==> src/rtl/rxr_pkg.sv <==
package rxr_pkg;

    localparam int STS_W       = 32;
    localparam int LEN_W       = 13;
    localparam int OWN_POS     = 31;
    localparam int EOR_POS     = 30;
    localparam int LONG_POS    = 22;
    localparam int SUM_POS     = 21;
    localparam int RUNT_POS    = 20;
    localparam int CRC_POS     = 19;

    typedef enum logic [2:0] {
        ST_IDLE,
        ST_FETCH,
        ST_STREAM,
        ST_DROP,
        ST_WB
    } rxr_state_e;

    typedef struct packed {
        logic too_long;
        logic runt;
        logic crc;
    } rxr_flags_t;

    function automatic logic any_err(rxr_flags_t f);
        return f.too_long | f.runt | f.crc;
    endfunction

    function automatic logic [STS_W-1:0] pack_status(logic eor, rxr_flags_t f,
                                                     logic [LEN_W-1:0] len);
        logic [STS_W-1:0] s;
        s            = '0;
        s[LEN_W-1:0] = len;
        s[CRC_POS]   = f.crc;
        s[RUNT_POS]  = f.runt;
        s[LONG_POS]  = f.too_long;
        s[SUM_POS]   = any_err(f);
        s[EOR_POS]   = eor;
        s[OWN_POS]   = 1'b0;
        return s;
    endfunction

endpackage

==> src/rtl/rxr_ring_ptr.sv <==
module rxr_ring_ptr #(
    parameter int RING_SIZE = 4,
    localparam int IDX_W    = (RING_SIZE > 1) ? $clog2(RING_SIZE) : 1
) (
    input  logic             clk,
    input  logic             rst,
    input  logic             advance,
    input  logic             eor,
    output logic [IDX_W-1:0] idx
);
    localparam logic [IDX_W-1:0] LAST_IDX = IDX_W'(RING_SIZE - 1);

    always_ff @(posedge clk) begin
        if (rst) begin
            idx <= '0;
        end else if (advance) begin
            if (eor || idx == LAST_IDX) idx <= '0;
            else                        idx <= idx + 1'b1;
        end
    end
endmodule

==> src/rtl/rxr_frame_track.sv <==
module rxr_frame_track
    import rxr_pkg::*;
#(
    parameter int ADDR_W   = 32,
    parameter int RUNT_MIN = 64
) (
    input  logic              clk,
    input  logic              rst,
    input  logic              start,
    input  logic [ADDR_W-1:0] base,
    input  logic [LEN_W-1:0]  size,
    input  logic              byte_acc,
    input  logic              byte_last,
    input  logic              crc_in,
    output logic              wr_en,
    output logic [ADDR_W-1:0] wr_addr,
    output logic [LEN_W-1:0]  len,
    output rxr_flags_t        flags
);
    localparam logic [LEN_W-1:0] LEN_MAX  = '1;
    localparam logic [LEN_W-1:0] RUNT_LIM = LEN_W'(RUNT_MIN);

    logic [ADDR_W-1:0] base_q;
    logic [LEN_W-1:0]  size_q;
    logic [LEN_W-1:0]  count_q;
    logic              crc_q;

    always_ff @(posedge clk) begin
        if (rst) begin
            base_q  <= '0;
            size_q  <= '0;
            count_q <= '0;
            crc_q   <= 1'b0;
        end else if (start) begin
            base_q  <= base;
            size_q  <= size;
            count_q <= '0;
            crc_q   <= 1'b0;
        end else if (byte_acc) begin
            if (count_q != LEN_MAX) count_q <= count_q + 1'b1;
            if (byte_last)          crc_q   <= crc_in;
        end
    end

    assign wr_en          = byte_acc && (count_q < size_q);
    assign wr_addr        = base_q + ADDR_W'(count_q);
    assign len            = count_q;
    assign flags.too_long = count_q > size_q;
    assign flags.runt     = count_q < RUNT_LIM;
    assign flags.crc      = crc_q;
endmodule

==> src/rtl/rx_ring_writer.sv <==
module rx_ring_writer
    import rxr_pkg::*;
#(
    parameter int RING_SIZE = 4,
    parameter int ADDR_W    = 32,
    parameter int MISS_W    = 16,
    parameter int RUNT_MIN  = 64,
    localparam int IDX_W    = (RING_SIZE > 1) ? $clog2(RING_SIZE) : 1
) (
    input  logic              clk,
    input  logic              rst,
    input  logic              in_valid,
    input  logic [7:0]        in_data,
    input  logic              in_last,
    input  logic              in_crc_err,
    output logic              in_ready,
    output logic              dsc_rd_en,
    output logic [IDX_W-1:0]  dsc_rd_idx,
    input  logic [31:0]       dsc_rd_status,
    input  logic [ADDR_W-1:0] dsc_rd_addr,
    output logic              dsc_wr_en,
    output logic [IDX_W-1:0]  dsc_wr_idx,
    output logic [31:0]       dsc_wr_status,
    output logic              buf_wr_en,
    output logic [ADDR_W-1:0] buf_wr_addr,
    output logic [7:0]        buf_wr_data,
    output logic              rx_ok,
    output logic              rx_err,
    output logic [MISS_W-1:0] missed_cnt
);
    rxr_state_e        state_q, state_d;
    logic [IDX_W-1:0]  idx;
    logic              eor_q;
    logic              owned;
    logic              byte_acc;
    logic              frame_end;
    logic [LEN_W-1:0]  len;
    rxr_flags_t        flags;
    logic              unused_sts;

    assign owned      = dsc_rd_status[OWN_POS];
    assign unused_sts = ^dsc_rd_status[29:LEN_W];
    assign frame_end  = in_valid && in_last;
    assign byte_acc   = in_valid && (state_q == ST_STREAM);

    always_comb begin
        state_d = state_q;
        unique case (state_q)
            ST_IDLE:   if (in_valid)  state_d = ST_FETCH;
            ST_FETCH:  state_d = owned ? ST_STREAM : ST_DROP;
            ST_STREAM: if (frame_end) state_d = ST_WB;
            ST_DROP:   if (frame_end) state_d = ST_IDLE;
            ST_WB:     state_d = ST_IDLE;
            default:   state_d = ST_IDLE;
        endcase
    end

    always_ff @(posedge clk) begin
        if (rst) begin
            state_q    <= ST_IDLE;
            eor_q      <= 1'b0;
            missed_cnt <= '0;
        end else begin
            state_q <= state_d;
            if (state_q == ST_FETCH) eor_q <= dsc_rd_status[EOR_POS];
            if (state_q == ST_DROP && frame_end) missed_cnt <= missed_cnt + 1'b1;
        end
    end

    rxr_ring_ptr #(.RING_SIZE(RING_SIZE)) u_ptr (
        .clk     (clk),
        .rst     (rst),
        .advance (state_q == ST_WB),
        .eor     (eor_q),
        .idx     (idx)
    );

    rxr_frame_track #(.ADDR_W(ADDR_W), .RUNT_MIN(RUNT_MIN)) u_track (
        .clk       (clk),
        .rst       (rst),
        .start     (state_q == ST_FETCH && owned),
        .base      (dsc_rd_addr),
        .size      (dsc_rd_status[LEN_W-1:0]),
        .byte_acc  (byte_acc),
        .byte_last (in_last),
        .crc_in    (in_crc_err),
        .wr_en     (buf_wr_en),
        .wr_addr   (buf_wr_addr),
        .len       (len),
        .flags     (flags)
    );

    assign in_ready      = (state_q == ST_STREAM) || (state_q == ST_DROP);
    assign dsc_rd_en     = (state_q == ST_IDLE) && in_valid;
    assign dsc_rd_idx    = idx;
    assign dsc_wr_en     = (state_q == ST_WB);
    assign dsc_wr_idx    = idx;
    assign dsc_wr_status = pack_status(eor_q, flags, len);
    assign buf_wr_data   = in_data;
    assign rx_ok         = (state_q == ST_WB) && !any_err(flags);
    assign rx_err        = (state_q == ST_WB) && any_err(flags);
endmodule

==> config.mk <==
export PLATFORM = sky130hd
export DESIGN_NAME = rx_ring_writer
export DESIGN_NICKNAME = d
export VERILOG_FILES = /design/src/rtl/rxr_pkg.sv /design/src/rtl/rxr_ring_ptr.sv /design/src/rtl/rxr_frame_track.sv /design/src/rtl/rx_ring_writer.sv
export SDC_FILE = /design/constraint.sdc
export NUM_CORES = 1
export LEC_CHECK = 0
export ABC_CLOCK_PERIOD_IN_PS = 2400
export BUFFER_PORTS_ARGS = -buffer_cell sky130_fd_sc_hd__buf_4
export CORE_MARGIN = 2
export CORE_UTILIZATION = 40
export DETAILED_ROUTE_END_ITERATION = 16
export PLACE_DENSITY = 0.7
export RECOVER_POWER = 100
export SETUP_SLACK_MARGIN = 0.5
export SLEW_MARGIN = 15
export SYNTH_ARGS = -nofsm -noshare
export SYNTH_HDL_FRONTEND = slang
export SYNTH_SLANG_ARGS = --single-unit
export TNS_END_PERCENT = 30
==> constraint.sdc <==
create_clock -name clk -period 2.4 [get_ports clk]
set_clock_uncertainty 0.2 [all_clocks]
set_input_delay 0.24 -clock clk [delete_from_list [all_inputs] [get_ports clk]]
set_output_delay 0.24 -clock clk [all_outputs]
set_load 0.005 [all_outputs]
==> metrics.log, run 1 <==
[metrics] global-route wire length before repair: 23.06 mm
[metrics] cell area after technology mapping: 4705 um2
[metrics] Worst setup EP type: output port
[metrics] Critical Path RT: 1.96 ns
[metrics] Lkg Pwr: 3.201 nW
[metrics] Least-Margin Pin Slew: 0.5042 ns
[metrics] class of the most critical setup path: register to output port
[metrics] min cycle time layout: 3.058 ns
[metrics] internal cell power: 0.002811 W
[metrics] area of the die: 12650 um2
[metrics] P per Cell Area: 496.5 nW/um2
[metrics] maximum number of pins on one net before global-route repair: 46
[metrics] Root Buffer: sky130_fd_sc_hd__clkbuf_16
[metrics] clock tree from TritonCTS: built
[metrics] power dissipated by switching net loads: 0.0008476 W
[metrics] type of origin of the critical path: register
[metrics] Antenna Cells: 0
[metrics] max-capacitance violation count: 0
[metrics] WL per Instance: 15.63 um
[metrics] Post-Place Setup Slack: -0.2471 ns
[metrics] share of the cycle needed by the critical path after routing: 127.4%
[metrics] placement row count: 39
[metrics] portion of total power attributed to sequential cells: 39.1%
[metrics] largest incremental delay on the critical path: 0.36 ns
[metrics] switching fraction of total power: 23.17%
[metrics] part of the total power dissipated in combinational logic: 13.7%
[metrics] total track usage: 22.18%
[metrics] post-synthesis register bit count: 81
[metrics] number of max-slew violations in the final report: 0
[metrics] DIE HEIGHT: 112.5 um
[metrics] post-layout worst setup margin: -0.6584 ns
[metrics] arrival time of data at the critical path endpoint: 2.62 ns
[metrics] number of DRC markers in iteration 0: 255
[metrics] Max rail drop VDD: 0.3555 mV
[metrics] maximum operating frequency: 327.0 MHz
[metrics] setup repair after global routing missed its margin: yes
[metrics] number of sinks driven by the clock tree: 81
[metrics] max-slew headroom at the worst pin: 66.38%
[metrics] DP Wirelength: 9.487 mm
[metrics] Finished Core Util: 64.27%
[metrics] Post-DRT Antenna Nets: 0
[metrics] fraction of final layout cells sized beyond drive strength 1: 34.66%
[metrics] proportion of synthesized flip-flops having asynchronous set or reset: 0%
[metrics] Area growth syn-to-layout: 56.65%
[metrics] commonest cells after routing, fill and taps aside: sky130_fd_sc_hd__buf_4, sky130_fd_sc_hd__nand2_1, sky130_fd_sc_hd__dfxtp_1, sky130_fd_sc_hd__a21oi_1, sky130_fd_sc_hd__nor2_1
[metrics] Synth cell types: 54
[metrics] DRT Pass-1 Iters: 5
[metrics] sequential share of the synthesized area: 34.47%
[metrics] via count: 4971
[metrics] critical path, cell by cell: ha_4, inv_2, fa_2, nor2b_4, o31a_1, a211oi_2, o21ai_2, buf_4, buf_6, nand4_1, xnor2_1, buf_4
[metrics] dominant register cell in the synthesized netlist: sky130_fd_sc_hd__dfxtp_1
[metrics] Post-Synthesis Mean Instance Area: 7.907 um2
[metrics] DRC Markers: 0
[metrics] cell at the slowest stage of the critical path: sky130_fd_sc_hd__dfxtp_4
[metrics] number of endpoints failing setup at the final stage: 30
[metrics] CTS HTree Levels: 3
[metrics] die width: 112.5 um
[metrics] cell count after synthesis: 595
[metrics] vias in the first global route: 4945
[metrics] critical path peak fanout: 4
[metrics] Hold Crit Class: input port to register
[metrics] status: complete, but fails checks
[metrics] cts bufs inserted: 9
[metrics] Most Frequent Cell on Critical Path: sky130_fd_sc_hd__buf_4
[metrics] antenna violations before repair: 0
[metrics] number of flops mapped to enable cells by yosys: 0
[metrics] starting density of the core: 41.03%
[metrics] routed wire length: 14.81 mm
[metrics] average via count per standard cell: 5.244
[metrics] clock-pin slew reported for the worst setup and hold paths after clock tree synthesis: 0.06 ns
[metrics] I/O Buffers: 127
[metrics] total congestion overflow: 0
[metrics] most frequent standard cell in the layout excluding fill and tap cells: sky130_fd_sc_hd__buf_4
[metrics] number of hold-slack violations in the final timing report: 0
[metrics] number of warnings printed during yosys synthesis: 0
[metrics] clock latency on the worst-skew pair: 0.33 ns
[metrics] clock network power share: 47.1%
[metrics] maximum number of buffers from clock root to sink: 2
[metrics] core region area: 11470 um2
[metrics] final weighted congestion in routability-driven placement: 0.7976
[metrics] number of placed I/O pins: 175
[metrics] Power, Total: 0.003659 W
[metrics] Final #Nets: 907
[metrics] violated checks: setup timing
==> repair_timing <==
action                                  in CTS  in global routing
gates resized for setup                     54                 54
buffers inserted                             1                  5
hold buffers                                49                  0
pin swaps                                   25                 32
gates cloned                                 1                  1
endpoints found under the setup margin      48                 52
hold endpoints to repair                    49                  0
==> worst paths after layout <==
kind / start / end / slack, ns / depth (start not counted)
worst max-delay path: u_track.len[0] / buf_wr_addr[22] / -0.66 / 12
worst min-delay path: in_last / u_track.crc_q / 0.02 / 3
worst min register to register: u_track.size_q[5] / u_track.size_q[5] / 0.26 / 2
worst max register to register: u_track.len[8] / u_track.len[7] / 0.11 / 7
==> worst max-delay path: cells and delay by family (launching register included) <==
| family | cells | cell delay, ns |
|---|---|---|
| adder cells (fa/ha/maj) | 2 | 0.49 |
| AND/OR/NAND/NOR | 2 | 0.23 |
| flip-flops | 1 | 0.36 |
| buffers and inverters | 4 | 0.41 |
| XOR/XNOR | 1 | 0.19 |
| AO/OA/AOI/OAI | 3 | 0.60 |
==> synth_stat cells (2+ instances only) <==
master / n / area, um2
sky130_fd_sc_hd__o21a_1: 3 / 22.52
sky130_fd_sc_hd__nor3_1: 4 / 20.02
sky130_fd_sc_hd__nand2_1: 112 / 420.4
sky130_fd_sc_hd__a21boi_0: 3 / 22.52
sky130_fd_sc_hd__and4_1: 4 / 35.03
sky130_fd_sc_hd__o21ai_0: 9 / 45.04
sky130_fd_sc_hd__o21ai_2: 2 / 17.52
sky130_fd_sc_hd__a21oi_1: 66 / 330.3
sky130_fd_sc_hd__dfxtp_1: 81 / 1622
sky130_fd_sc_hd__or3_1: 3 / 18.77
sky130_fd_sc_hd__o22a_1: 2 / 17.52
sky130_fd_sc_hd__o211a_1: 2 / 20.02
sky130_fd_sc_hd__buf_1: 5 / 18.77
sky130_fd_sc_hd__a211oi_1: 3 / 22.52
sky130_fd_sc_hd__xor2_1: 30 / 262.8
sky130_fd_sc_hd__buf_2: 2 / 10.01
sky130_fd_sc_hd__ha_1: 29 / 362.9
sky130_fd_sc_hd__and2_1: 4 / 25.02
sky130_fd_sc_hd__clkbuf_1: 13 / 48.80
sky130_fd_sc_hd__nor4_1: 3 / 18.77
sky130_fd_sc_hd__mux2i_1: 2 / 20.02
sky130_fd_sc_hd__inv_1: 23 / 86.33
sky130_fd_sc_hd__and3_1: 12 / 75.07
sky130_fd_sc_hd__buf_4: 26 / 195.2
sky130_fd_sc_hd__nor2b_1: 5 / 31.28
sky130_fd_sc_hd__o31ai_1: 2 / 15.01
sky130_fd_sc_hd__xnor2_1: 21 / 183.9
sky130_fd_sc_hd__nand3_1: 23 / 115.1
sky130_fd_sc_hd__nor2_1: 56 / 210.2
sky130_fd_sc_hd__a21o_1: 4 / 30.03
sky130_fd_sc_hd__nand2b_1: 2 / 12.51
sky130_fd_sc_hd__nand4_1: 17 / 106.4
==> cell families (layout without fill, tap and decap cells) <==
| kind of cell | count (synthesis) | after routing | synth area share (%) |
|---|---|---|---|
| AOI/OAI and AO/OA | 106 | 107 | 14.26 |
| xor gates and xnor gates | 51 | 51 | 9.495 |
| adders and majority gates | 30 | 30 | 8.138 |
| buffers and inverters | 70 | 266 | 7.872 |
| DFF | 81 | 81 | 34.47 |
| muxes | 2 | 2 | 0.4255 |
| other | 1 | 14 | 0.07971 |
| and+or+nand+nor | 254 | 254 | 25.27 |
==> stage by stage <==
stage | instances | setup TNS (ns) | area (um2) | hold slack, ns
after floorplan | 608 | 0 | 4776 | 0.1583
after global routing | 948 | -14.93 | 7370 | 0.009046
after CTS | 942 | -8.918 | 7128 | 0.01017
after global placement | 875 | -2.376 | 5954 | 0.2455
final | 948 | -12.06 | 7370 | 0.02068
after detailed placement | 875 | -3.139 | 5954 | 0.2520
==> final cells by class <==
cell class                      instances  area, um2
Fill cell                             937       4098
Multi-Input combinational cell        458       3252
Timing Repair Buffer                  227       1831
Sequential cell                        81       1645
Clock buffer                           10      239.0
Tap cell                              143      178.9
Clock inverter                          6      137.6
Inverter                               23      86.33
==> layer usage <==
metal | GRT usage [%] | part of all wire (%)
met4 | 8.293 | 2.1
met1 | 24.66 | 40
met2 | 40.76 | 53
met5 | 0 | 0
met3 | 5.454 | 5.2
==> power groups by stage <==
stage	clock network, W	registers [W]	logic (W)
final	0.00172	0.00143	0.000502
after global routing	0.00181	0.00144	0.000547
after CTS	0.00174	0.00143	0.000484
after detailed placement	0	0.00145	0.000390
after global placement	0	0.00145	0.000382
after floorplan	0	0.00144	0.000240
==> registers in the layout, indices dropped and copies added (netlist names) <==
signal	cells
u_track.base_q	32
missed_cnt	16
u_track.len	13
u_track.size_q	13
state_q	3
u_ptr.idx	2
eor_q	1
u_track.crc_q	1
Note: power is estimated with default switching activity, not from simulation.
==> inputs of run 2 (changes only) <==
ABC_CLOCK_PERIOD_IN_PS = 3300   (was 2400)
CTS_BUF_LIST = sky130_fd_sc_hd__clkbuf_16   (was default)
PLACE_DENSITY = 0.67   (was 0.7)
clock period = 3.3 ns   (was 2.4 ns; I/O delays follow)
==> run 2 against run 1 <==
The run ends with capacitance limit, slew limit left. Non-clock buffer count shrank 76. Via count down 10%. Worst setup slack improved by 0.84 ns. Die area unchanged. Critical endpoint is now buf_wr_addr[18].
==> metrics.log, run 2 (same netlist as run 1, synthesis figures left out) <==
[metrics] Hold Crit Class: input port to register
[metrics] Area after DPL: 5662 um2 (-4.9%)
[metrics] DIE HEIGHT: 112.5 um (unchanged)
[metrics] maximum number of buffers from clock root to sink: 2 (unchanged)
[metrics] violated checks: capacitance limit, slew limit
[metrics] startpoint of the worst-slack reg-to-reg timing path: state_q[2]
[metrics] CTS HTree Levels: 3 (unchanged)
[metrics] Final #Nets: 831 (-8.4%)
[metrics] clock network power share: 41.8% (-5.3 points)
[metrics] min cycle time layout: 3.115 ns
[metrics] fin area: 6216 um2 (-16%)
[metrics] starting density of the core: 41.03% (unchanged)
[metrics] internal cell power: 0.001715 W (-39%)
[metrics] Max rail drop VDD: 0.2770 mV (-22%)
[metrics] global-route wire length before repair: 19.89 mm (-14%)
[metrics] max-capacitance violation count: 1 (+1)
[metrics] number of placed I/O pins: 175 (unchanged)
[metrics] Critical Path RT: 2.77 ns (+0.81 ns)
[metrics] clock-pin slew reported for the worst setup and hold paths after clock tree synthesis: 0.06 ns (about the same)
[metrics] clock tree from TritonCTS: built
[metrics] largest register by flop count: u_track.base_q
[metrics] Post-Place Setup Slack: 0.3380 ns (+0.5851 ns)
[metrics] Worst Reg-to-Reg Cells: 5 (-2)
[metrics] clock latency on the worst-skew pair: 0.33 ns (about the same)
[metrics] Antenna Cells: 0 (unchanged)
[metrics] Worst setup EP type: output port
[metrics] portion of total power attributed to sequential cells: 46.0% (+6.9 points)
[metrics] class of the most critical setup path: register to output port
[metrics] P per Cell Area: 363.2 nW/um2 (-27%)
[metrics] Reg2Reg Setup Slack: 0.51 ns (+0.40 ns)
[metrics] share of the cycle needed by the critical path after routing: 94.41%
[metrics] maximum operating frequency: 321.0 MHz
[metrics] max-slew headroom at the worst pin: -37.83% (-100 points)
[metrics] die width: 112.5 um (unchanged)
[metrics] antenna violations before repair: 0 (unchanged)
[metrics] final weighted congestion in routability-driven placement: 0.8237 (+3.3%)
[metrics] switching fraction of total power: 24.04% (+0.88 points)
[metrics] Root Buffer: sky130_fd_sc_hd__clkbuf_16
[metrics] I/O Buffers: 127 (unchanged)
[metrics] Area growth syn-to-layout: 32.13%
[metrics] number of DRC markers in iteration 0: 195 (-24%)
[metrics] number of endpoints failing setup at the final stage: 0 (-100%)
[metrics] via count: 4457 (-10%)
[metrics] type of origin of the critical path: register
[metrics] WL per Instance: 14.40 um (-7.9%)
[metrics] last element of the critical path: buf_wr_addr[18]
[metrics] placement row count: 39 (unchanged)
[metrics] DRT Pass-1 Iters: 4 (-1)
[metrics] Fill cells: 1090 (+16%)
[metrics] vias in the first global route: 4214 (-15%)
[metrics] source of the critical timing path: u_track.len[0]
[metrics] routed wire length: 12.55 mm (-15%)
[metrics] maximum number of pins on one net before global-route repair: 68 (+48%)
[metrics] fraction of final layout cells sized beyond drive strength 1: 25.10% (-9.6 points)
[metrics] Lkg Pwr: 2.678 nW (-16%)
[metrics] number of max-slew violations in the final report: 46 (+46)
[metrics] Post-DRT Antenna Nets: 0 (unchanged)
[metrics] core region area: 11470 um2 (unchanged)
[metrics] cts bufs inserted: 9 (unchanged)
[metrics] average via count per standard cell: 5.111 (-2.5%)
[metrics] area of the die: 12650 um2 (unchanged)
[metrics] DRC Markers: 0 (unchanged)
[metrics] largest registers ranked by flip-flop count: u_track.base_q: 32 flops, missed_cnt: 16 flops
[metrics] DP Wirelength: 8.888 mm (-6.3%)
[metrics] part of the total power dissipated in combinational logic: 12.2% (-1.5 points)
[metrics] setup repair after global routing missed its margin: yes
[metrics] most frequent standard cell in the layout excluding fill and tap cells: sky130_fd_sc_hd__nand2_1
[metrics] Least-Margin Pin Slew: 2.067 ns (+1.563 ns)
[metrics] total congestion overflow: 0 (unchanged)
[metrics] number of sinks driven by the clock tree: 81 (unchanged)
[metrics] accumulated negative setup slack: 0 ns (+12.06 ns)
[metrics] number of flip-flops in the largest register: 32 (unchanged)
[metrics] capturing point of the worst reg2reg path: u_track.base_q[5]
[metrics] arrival time of data at the critical path endpoint: 2.59 ns (-0.03 ns)
[metrics] number of hold-slack violations in the final timing report: 0 (unchanged)
[metrics] critical path peak fanout: 5 (+1)
[metrics] post-layout worst setup margin: 0.1845 ns (+0.8429 ns)
[metrics] status: complete, but fails checks
[metrics] commonest cells after routing, fill and taps aside: sky130_fd_sc_hd__nand2_1, sky130_fd_sc_hd__buf_4, sky130_fd_sc_hd__dfxtp_1, sky130_fd_sc_hd__a21oi_1, sky130_fd_sc_hd__nor2_1
[metrics] total track usage: 19.21% (-3.0 points)
[metrics] power dissipated by switching net loads: 0.0005428 W (-36%)
[metrics] hold buffers post-CTS: 0 (-100%)
## run 2: repair_timing
action	in CTS	in global routing
setup endpoints to repair	24	26
gates cloned	1	0
setup buffers	11	5
gates resized for setup	42	4
pin swaps	15	11
## run 2: per-layer routing
| metal | wire length, um | vias up | GRT usage [%] | share of wire (%) |
|---|---|---|---|---|
| li1 | - | 2241 | - | - |
| met1 | 5264 | 2086 | 23.40 | 42 |
| met2 | 6319 | 115 | 33.17 | 50 |
| met3 | 793 | 15 | 5.346 | 6.3 |
| met4 | 175 | 0 | 5.610 | 1.4 |
| met5 | 0 | - | 0 | 0 |
## run 2: how the worst min path moves through the flow
stage	slack, ns	endpoint	from	cells past startpoint
final	0.04	state_q[0]	dsc_rd_status[31]	2
after global routing	0.02	state_q[0]	dsc_rd_status[31]	2
after CTS	0.02	state_q[0]	dsc_rd_status[31]	2
after detailed placement	0.25	u_track.size_q[12]	u_track.size_q[12]	2
after global placement	0.25	u_track.size_q[12]	u_track.size_q[12]	2
after floorplan	0.24	u_track.size_q[10]	u_track.size_q[10]	2
## run 2: worst max-delay path, cell delays in order, from the launching register on
cell,delay (ns)
sky130_fd_sc_hd__dfxtp_2,0.35
sky130_fd_sc_hd__ha_4,0.14
sky130_fd_sc_hd__inv_2,0.03
sky130_fd_sc_hd__fa_2,0.34
sky130_fd_sc_hd__nor2b_1,0.17
sky130_fd_sc_hd__o31a_1,0.22
sky130_fd_sc_hd__a211oi_1,0.11
sky130_fd_sc_hd__buf_6,0.15
sky130_fd_sc_hd__o21ai_4,0.23
sky130_fd_sc_hd__and2b_1,0.18
sky130_fd_sc_hd__xor2_1,0.18
sky130_fd_sc_hd__buf_4,0.14
## run 2: layout make-up
class	count	area [um2]	share of cell area (%)
multi-input cells	458	2948	47.42
flip-flops and latches	81	1633	26.27
repair buffers	151	1091	17.55
clock buffers	9	225.2	3.623
well taps	143	178.9	2.878
inverters	23	86.33	1.389
clock inverters	7	53.80	0.8655
## run 2: stage by stage
step / hold WS [ns] / power (W) / cells / util (%)
floorplan: 0.2363 / 0.001223 / 608 / -
finish: 0.03524 / 0.002258 / 872 / 54.21
global placement: 0.2471 / 0.001324 / 839 / 49.37
global route: 0.02022 / 0.002358 / 872 / 54.21
CTS: 0.01632 / 0.002278 / 867 / 54.46
detailed placement: 0.2479 / 0.001330 / 839 / 49.37
## run 2: power groups by stage
stage               clock [W]  combinational, W  sequential (W)
finish               0.000944          0.000276         0.00104
detailed placement          0          0.000273         0.00106
global route          0.00101          0.000304         0.00104
floorplan                   0          0.000174         0.00105
global placement            0          0.000269         0.00106
CTS                  0.000964          0.000279         0.00104
